### config.mk
export PLATFORM = sky130hd
export DESIGN_NAME = fcmd_decoder
export DESIGN_NICKNAME = d
export VERILOG_FILES = /design/src/rtl/fcmd_pkg.sv /design/src/rtl/fcmd_lockbits.sv /design/src/rtl/fcmd_status.sv /design/src/rtl/fcmd_seq.sv /design/src/rtl/fcmd_decoder.sv
export SDC_FILE = /design/constraint.sdc
export NUM_CORES = 1
export LEC_CHECK = 0
export ABC_AREA = 0
export BUFFER_PORTS_ARGS = -buffer_cell sky130_fd_sc_hd__buf_4
export CORE_MARGIN = 4
export CORE_UTILIZATION = 35
export DETAILED_ROUTE_END_ITERATION = 10
export PLACE_DENSITY = 0.66
export SLEW_MARGIN = 25
export SYNTH_ARGS = -nofsm -noshare
export SYNTH_HDL_FRONTEND = slang
export SYNTH_SLANG_ARGS = --single-unit
### constraint.sdc
create_clock -name clk -period 2 [get_ports clk]
set_input_delay 0.2 -clock clk [delete_from_list [all_inputs] [get_ports clk]]
set_output_delay 0.2 -clock clk [all_outputs]
set_load 0.02 [all_outputs]
### src/rtl/fcmd_pkg.sv
package fcmd_pkg;

  typedef enum logic [1:0] {
    RM_ARRAY  = 2'd0,
    RM_IDENT  = 2'd1,
    RM_STATUS = 2'd2
  } rdmode_t;

  typedef enum logic [2:0] {
    OP_NONE  = 3'd0,
    OP_ERASE = 3'd1,
    OP_PROG  = 3'd2,
    OP_LSET  = 3'd3,
    OP_LCLR  = 3'd4,
    OP_PROT  = 3'd5
  } opkind_t;

  localparam logic [7:0] C_ERASE  = 8'h20;
  localparam logic [7:0] C_CONF   = 8'hD0;
  localparam logic [7:0] C_PROG_A = 8'h40;
  localparam logic [7:0] C_PROG_B = 8'h10;
  localparam logic [7:0] C_LOCK   = 8'h60;
  localparam logic [7:0] C_LSET   = 8'h01;
  localparam logic [7:0] C_PROT   = 8'hC0;
  localparam logic [7:0] C_IDENT  = 8'h90;
  localparam logic [7:0] C_ARRAY  = 8'hFF;
  localparam logic [7:0] C_RSTAT  = 8'h70;
  localparam logic [7:0] C_CLRST  = 8'h50;

  // Sticky error flag vector order: {erase, program, supply, locked}
  localparam int EF_ERASE = 3;
  localparam int EF_PROG  = 2;
  localparam int EF_VPEN  = 1;
  localparam int EF_LOCK  = 0;

endpackage

### src/rtl/fcmd_lockbits.sv
module fcmd_lockbits #(
  parameter int BLK_W = 3,
  localparam int NBLK = 1 << BLK_W
) (
  input  logic             clk,
  input  logic             rst,
  input  logic             set_en,
  input  logic [BLK_W-1:0] set_blk,
  input  logic             clr_all,
  output logic [NBLK-1:0]  locked_o
);

  logic [NBLK-1:0] lk_q;

  for (genvar b = 0; b < NBLK; b++) begin : g_blk
    always_ff @(posedge clk) begin
      if (rst || clr_all) begin
        lk_q[b] <= 1'b0;
      end else if (set_en && (set_blk == BLK_W'(b))) begin
        lk_q[b] <= 1'b1;
      end
    end
  end

  assign locked_o = lk_q;

  // a global clear leaves no block locked
  a_r5_clear_all: assert property (@(posedge clk) disable iff (rst)
    clr_all |=> (locked_o == '0));

  // a set marks the addressed block
  a_r5_set_marks: assert property (@(posedge clk) disable iff (rst)
    (set_en && !clr_all) |=> locked_o[$past(set_blk)]);

endmodule

### src/rtl/fcmd_status.sv
module fcmd_status
  import fcmd_pkg::*;
(
  input  logic       clk,
  input  logic       rst,
  input  logic       ready_clr,
  input  logic       ready_set,
  input  logic [3:0] err_set,
  input  logic       err_clr,
  output logic [7:0] sr_o
);

  logic       rdy_q;
  logic [3:0] err_q;

  always_ff @(posedge clk) begin
    if (rst) begin
      rdy_q <= 1'b1;
      err_q <= '0;
    end else begin
      if (ready_clr) begin
        rdy_q <= 1'b0;
      end else if (ready_set) begin
        rdy_q <= 1'b1;
      end
      err_q <= (err_clr ? 4'b0000 : err_q) | err_set;
    end
  end

  assign sr_o = {rdy_q, 1'b0, err_q[EF_ERASE], err_q[EF_PROG],
                 err_q[EF_VPEN], 1'b0, err_q[EF_LOCK], 1'b0};

  // sticky bits survive everything except the clear command
  a_r11_sticky_prog: assert property (@(posedge clk) disable iff (rst)
    (!err_clr && sr_o[4]) |=> sr_o[4]);
  a_r11_sticky_vpen: assert property (@(posedge clk) disable iff (rst)
    (!err_clr && sr_o[3]) |=> sr_o[3]);
  a_r11_sticky_lock: assert property (@(posedge clk) disable iff (rst)
    (!err_clr && sr_o[1]) |=> sr_o[1]);

  // completion restores ready
  a_r10_ready_back: assert property (@(posedge clk) disable iff (rst)
    ready_set |=> sr_o[7]);

endmodule

### src/rtl/fcmd_seq.sv
module fcmd_seq
  import fcmd_pkg::*;
#(
  parameter int ADDR_W = 12,
  parameter int DATA_W = 16,
  parameter int BLK_W  = 3,
  localparam int NBLK    = 1 << BLK_W,
  localparam int BLK_LSB = ADDR_W - BLK_W
) (
  input  logic              clk,
  input  logic              rst,
  input  logic              wr_en,
  input  logic [ADDR_W-1:0] wr_addr,
  input  logic [DATA_W-1:0] wr_data,
  input  logic              vpen_ok,
  input  logic              wsm_done,
  input  logic              wsm_fail,
  input  logic [NBLK-1:0]   locked,
  output logic [1:0]        rd_mode_o,
  output logic              op_start_o,
  output logic [2:0]        op_kind_o,
  output logic [ADDR_W-1:0] op_addr_o,
  output logic [DATA_W-1:0] op_data_o,
  output logic              ready_clr,
  output logic              ready_set,
  output logic [3:0]        err_set,
  output logic              err_clr,
  output logic              lk_set,
  output logic              lk_clr,
  output logic [BLK_W-1:0]  lk_blk
);

  typedef enum logic [2:0] {
    S_IDLE, S_ERASE, S_PROG, S_LOCK, S_PROT, S_BUSY
  } st_t;

  st_t               st_q, st_n;
  rdmode_t           mode_q, mode_n;
  opkind_t           kind_n, run_q;
  logic              start_q;
  opkind_t           kind_q;
  logic [ADDR_W-1:0] addr_q;
  logic [DATA_W-1:0] data_q;
  logic              launch;
  logic [7:0]        cmd;
  logic [BLK_W-1:0]  wblk;

  assign cmd  = wr_data[7:0];
  assign wblk = wr_addr[ADDR_W-1:BLK_LSB];

  always_comb begin
    st_n      = st_q;
    mode_n    = mode_q;
    kind_n    = OP_NONE;
    launch    = 1'b0;
    err_set   = '0;
    err_clr   = 1'b0;
    ready_set = 1'b0;
    lk_set    = 1'b0;
    lk_clr    = 1'b0;
    case (st_q)
      S_IDLE: begin
        if (wr_en) begin
          case (cmd)
            C_ARRAY: mode_n = RM_ARRAY;
            C_IDENT: mode_n = RM_IDENT;
            C_RSTAT: mode_n = RM_STATUS;
            C_CLRST: err_clr = 1'b1;
            C_ERASE: begin st_n = S_ERASE; mode_n = RM_STATUS; end
            C_PROG_A, C_PROG_B: begin st_n = S_PROG; mode_n = RM_STATUS; end
            C_LOCK:  begin st_n = S_LOCK; mode_n = RM_STATUS; end
            C_PROT:  begin st_n = S_PROT; mode_n = RM_STATUS; end
            default: ;
          endcase
        end
      end
      S_ERASE, S_PROG, S_LOCK, S_PROT: begin
        if (wr_en) begin
          st_n   = S_IDLE;
          mode_n = RM_STATUS;
          case (st_q)
            S_ERASE: kind_n = (cmd == C_CONF) ? OP_ERASE : OP_NONE;
            S_PROG:  kind_n = OP_PROG;
            S_LOCK:  kind_n = (cmd == C_LSET) ? OP_LSET :
                              ((cmd == C_CONF) ? OP_LCLR : OP_NONE);
            default: kind_n = OP_PROT;
          endcase
          if (kind_n == OP_NONE) begin
            err_set[EF_ERASE] = 1'b1;
            err_set[EF_PROG]  = 1'b1;
          end else if (!vpen_ok) begin
            err_set[EF_VPEN] = 1'b1;
          end else if (kind_n == OP_ERASE && locked[wblk]) begin
            err_set[EF_LOCK]  = 1'b1;
            err_set[EF_ERASE] = 1'b1;
          end else if (kind_n == OP_PROG && locked[wblk]) begin
            err_set[EF_LOCK] = 1'b1;
            err_set[EF_PROG] = 1'b1;
          end else begin
            launch = 1'b1;
            st_n   = S_BUSY;
          end
        end
      end
      S_BUSY: begin
        if (wsm_done) begin
          st_n      = S_IDLE;
          ready_set = 1'b1;
          if (wsm_fail) begin
            if (run_q == OP_ERASE || run_q == OP_LCLR) begin
              err_set[EF_ERASE] = 1'b1;
            end else begin
              err_set[EF_PROG] = 1'b1;
            end
          end else if (run_q == OP_LSET) begin
            lk_set = 1'b1;
          end else if (run_q == OP_LCLR) begin
            lk_clr = 1'b1;
          end
        end
      end
      default: st_n = S_IDLE;
    endcase
  end

  always_ff @(posedge clk) begin
    if (rst) begin
      st_q    <= S_IDLE;
      mode_q  <= RM_ARRAY;
      start_q <= 1'b0;
      kind_q  <= OP_NONE;
      run_q   <= OP_NONE;
      addr_q  <= '0;
      data_q  <= '0;
    end else begin
      st_q    <= st_n;
      mode_q  <= mode_n;
      start_q <= launch;
      if (launch) begin
        kind_q <= kind_n;
        run_q  <= kind_n;
        addr_q <= wr_addr;
        data_q <= wr_data;
      end
    end
  end

  assign ready_clr  = launch;
  assign rd_mode_o  = mode_q;
  assign op_start_o = start_q;
  assign op_kind_o  = kind_q;
  assign op_addr_o  = addr_q;
  assign op_data_o  = data_q;
  assign lk_blk     = addr_q[ADDR_W-1:BLK_LSB];

  // one start per operation, never back to back
  a_r12_start_pulse: assert property (@(posedge clk) disable iff (rst)
    op_start_o |=> !op_start_o);

  // nothing starts unless the supply was valid at the second cycle
  a_r8_vpen_gate: assert property (@(posedge clk) disable iff (rst)
    op_start_o |-> $past(vpen_ok));

  // a started operation leaves status reads selected
  a_r13_status_mode: assert property (@(posedge clk) disable iff (rst)
    op_start_o |-> (rd_mode_o == RM_STATUS));

  // start kind is always a real operation
  a_r3_kind_valid: assert property (@(posedge clk) disable iff (rst)
    op_start_o |-> (op_kind_o != OP_NONE));

endmodule

### src/rtl/fcmd_decoder.sv
module fcmd_decoder
  import fcmd_pkg::*;
#(
  parameter int ADDR_W = 12,
  parameter int DATA_W = 16,
  parameter int BLK_W  = 3,
  localparam int NBLK = 1 << BLK_W
) (
  input  logic              clk,
  input  logic              rst,
  input  logic              wr_en,
  input  logic [ADDR_W-1:0] wr_addr,
  input  logic [DATA_W-1:0] wr_data,
  input  logic              vpen_ok,
  input  logic              wsm_done,
  input  logic              wsm_fail,
  output logic [1:0]        rd_mode,
  output logic [7:0]        status,
  output logic              op_start,
  output logic [2:0]        op_kind,
  output logic [ADDR_W-1:0] op_addr,
  output logic [DATA_W-1:0] op_data
);

  logic [NBLK-1:0]  locked;
  logic             ready_clr, ready_set, err_clr, lk_set, lk_clr;
  logic [3:0]       err_set;
  logic [BLK_W-1:0] lk_blk;

  fcmd_seq #(.ADDR_W(ADDR_W), .DATA_W(DATA_W), .BLK_W(BLK_W)) u_seq (
    .clk(clk), .rst(rst), .wr_en(wr_en), .wr_addr(wr_addr), .wr_data(wr_data),
    .vpen_ok(vpen_ok), .wsm_done(wsm_done), .wsm_fail(wsm_fail), .locked(locked),
    .rd_mode_o(rd_mode), .op_start_o(op_start), .op_kind_o(op_kind),
    .op_addr_o(op_addr), .op_data_o(op_data), .ready_clr(ready_clr),
    .ready_set(ready_set), .err_set(err_set), .err_clr(err_clr),
    .lk_set(lk_set), .lk_clr(lk_clr), .lk_blk(lk_blk)
  );

  fcmd_status u_status (
    .clk(clk), .rst(rst), .ready_clr(ready_clr), .ready_set(ready_set),
    .err_set(err_set), .err_clr(err_clr), .sr_o(status)
  );

  fcmd_lockbits #(.BLK_W(BLK_W)) u_lock (
    .clk(clk), .rst(rst), .set_en(lk_set), .set_blk(lk_blk),
    .clr_all(lk_clr), .locked_o(locked)
  );

  // a start always coincides with ready low
  a_r3_busy_on_start: assert property (@(posedge clk) disable iff (rst)
    op_start |-> !status[7]);

endmodule

==> flow_metrics.py <==
metrics = {
    "clock_network": {
        "cts.clk_slew.worst_paths_ns": 0.10,
        "insertion_delay_ns": 0.31,
        "cts_hold_buf": 0,
        "clockRootBuffer": "clkbuf_8",
        "clkSinkCount": 50,
        "cts_setup_buffers": 0,
        "post_cts_resized": 0,
        "tritoncts": "yes",
        "htreeDepth": 2,
        "cts_buffer_depth": 2,
        "cts-buffers-inserted": 5,
    },
    "placed_design": {
        "gp_congestion": 0.9450,
        "portBuffers": 72,
        "place.detailed.hpwl_mm": 5.214,
        "numPlacedInstances": 447,
    },
    "power": {
        "power_leakage_nw": 1.249,
        "netSwitchingPower_mw": 0.4542,
        "p_int_mw": 1.493,
        "clkPwrFrac_pct": 39.4,
        "seqPwrFrac_pct": 51.6,
        "switching_share_pct": 23.33,
        "combPwrFrac_pct": 9.0,
        "ir_drop_v": 0.0003407,
        "p_per_area_nw_per_um2": 601.3,
    },
    "sta": {
        "drv_slew": 0,
        "fin_crit_sh_pct": 94.04,
        "hold_slack_ns": 0.1441,
        "hold_viol_final": 0,
        "tns_ns": 0,
        "fin_skew_ns": 0.009162,
        "min_period_ns": 1.881,
        "rsz0062_at_grt": "false",
        "finalSetupViolations": 0,
        "fmax_mhz": 531.7,
    },
    "grt": {
        "grt.overflow.total": 0,
        "grt_max_degree": 39,
        "antenna_found_initial": 0,
        "groute.usage.overall_pct": 16.92,
        "grt_pass1_wl_mm": 11.78,
        "grt_pass1_vias": 2429,
    },
    "detailed_routing": {
        "drtPass1Iterations": 4,
        "drt-wirelength-per-cell_um": 15.45,
        "drtAntennaViolNets": 0,
        "vias_per_cell": 5.516,
        "dr.first_iter.drc_count": 186,
        "num_vias": 2510,
        "drc": 0,
        "drt_wl_total_mm": 7.030,
    },
    "final_layout": {
        "antenna_cells": 0,
        "post-route-util_pct": 47.93,
        "stdcell_count": 455,
        "fin_nets": 408,
        "fillers": 677,
        "drive_above_1_share_pct": 30.40,
        "final_cell_mix": "buf_4, dfxtp_1, a21oi_1, o21ai_0, nand3_1",
        "final_common_cell": "buf_4",
        "syn2layout_area_growth_pct": 34.02,
    },
    "synthesis": {
        "ys.warnings.count": 0,
        "synth_top_area_share_pct": 41.43,
        "synth-edff-count": 0,
        "ys_seq_elements": 50,
        "synth.area.top_cells": "dfxtp_1, a21oi_1, o21ai_0, nand3_1, nor2_1",
        "synth_async_sr_flop_share_pct": 0,
        "synth_cells": 301,
        "syn_area_per_cell_um2": 8.027,
        "synth_ff_type": "dfxtp_1",
        "synth_cell_types": 47,
        "syn_area_um2": 2416,
        "synth-seq-area-share_pct": 41.43,
        "yosysTopAreaCell": "dfxtp_1",
    },
    "floorplanning": {
        "core_area_um2": 6756,
        "rows": 30,
        "die_area_um2": 8296,
        "die_y_um": 91.09,
        "dieWidth_um": 91.09,
        "initial_utilization_pct": 35.76,
        "io_pins": 76,
    },
    "setup_path": {
        "worstPathRequired_ns": 2.24,
        "start_kind": "flop",
        "critPathTopFamily": "simple AND/OR/NAND/NOR gates",
        "slowest_delay_ns": 0.52,
        "path_buf_inv": 1,
        "cpMaxStageDelayCell": "or4_1",
        "arrival_ns": 2.12,
        "path_max_fanout": 8,
        "crit_path_end_kind": "flop",
        "worstSetupPathType": "reg2reg",
        "cp_cell_sequence": "buf_4 -> o21ai_1 -> nand4_1 -> a21o_1 -> or4_1 -> a21oi_1",
    },
    "outcome": {
        "outcome": "complete, no violations",
    },
    "hold_path": {
        "hold_class": "in2reg",
    },
    "flow_run": {
        "maxCapViolCount": 0,
    },
}
==> worst min-delay path, cell delays in order <==
cell	delay (ns)
buf_4	0.10
nand3_1	0.06
a21oi_1	0.05
==> per-stage QoR <==
stage	worst slack (ns)	area [µm²]	total power, mW
2_1_floorplan	0.1989	2424	1.116
3_3_place_gp	0.06456	3109	1.201
3_5_place_dp	0.06423	3109	1.201
4_1_cts	0.02741	3231	1.962
5_1_grt	0.006034	3238	2.007
6_report	0.1191	3238	1.947
==> sequential cells by signal (all words and copies together) (netlist names) <==
register,flops
u_seq.op_data_o,16
u_seq.op_addr_o,12
u_lock.locked_o,8
u_status.err_q,4
u_seq.run_q,3
u_seq.st_q,3
u_seq.rd_mode_o,2
u_seq.op_start_o,1
u_status.rdy_q,1
==> layout make-up <==
class                   instances  area [µm²]  share of cell area [%]
clock buffers                   6       82.58                   2.550
clock inverters                 2       38.79                   1.198
inverters                       4       15.01                  0.4637
multi-input cells             219        1280                   39.53
flip-flops and latches         50        1003                   30.99
well taps                      80       100.1                   3.091
repair buffers                 94       718.2                   22.18
==> power by group through the flow <==
stage / clock network, mW / logic [mW] / registers, mW
5_1_grt: 0.808 / 0.193 / 1.01
3_5_place_dp: 0 / 0.174 / 1.03
4_1_cts: 0.783 / 0.175 / 1.00
3_3_place_gp: 0 / 0.173 / 1.03
2_1_floorplan: 0 / 0.0845 / 1.03
6_report: 0.767 / 0.176 / 1.00
==> synth_stat cells, drive strengths merged (2+ instances only) <==
cell	number
dfxtp	50
a21oi	46
o21ai	35
nand3	31
nor2	20
clkbuf	18
buf	12
nand2	11
nand4	9
nor2b	8
a31oi	6
nor3	5
inv	4
mux2i	4
or3	4
and2	3
nor4	3
a311oi	2
and4b	2
nand2b	2
nand4b	2
nor3b	2
o311a	2
o31ai	2
or4	2
==> routing by layer <==
metal | up-vias | wire (µm) | GRT usage, %
met3 | 11 | 507 | 3.728
met4 | 0 | 99 | 4.899
li1 | 1246 | - | -
met5 | - | 0 | 0
met1 | 1154 | 3195 | 23.36
met2 | 99 | 3228 | 26.43
==> cell families after synthesis <==
| family | count (synthesis) | synth area share [%] |
|---|---|---|
| other cells | 1 | 0.1552 |
| simple gates | 107 | 24.55 |
| flops | 50 | 41.43 |
| compound gates | 104 | 24.75 |
| buf+inv | 34 | 6.525 |
| mux | 5 | 2.589 |
==> final timing paths <==
check	from	to	slack, ns	cells after the start
setup reg to reg	u_seq.st_q[1]	u_seq.run_q[1]	0.12	6
hold / removal	wr_addr[2]	u_seq.op_addr_o[2]	0.14	3
hold reg to reg	u_status.err_q[1]	u_status.err_q[1]	0.47	2
setup / recovery	u_seq.st_q[1]	u_seq.run_q[1]	0.12	6
Note: power is estimated with default switching activity, not from simulation.
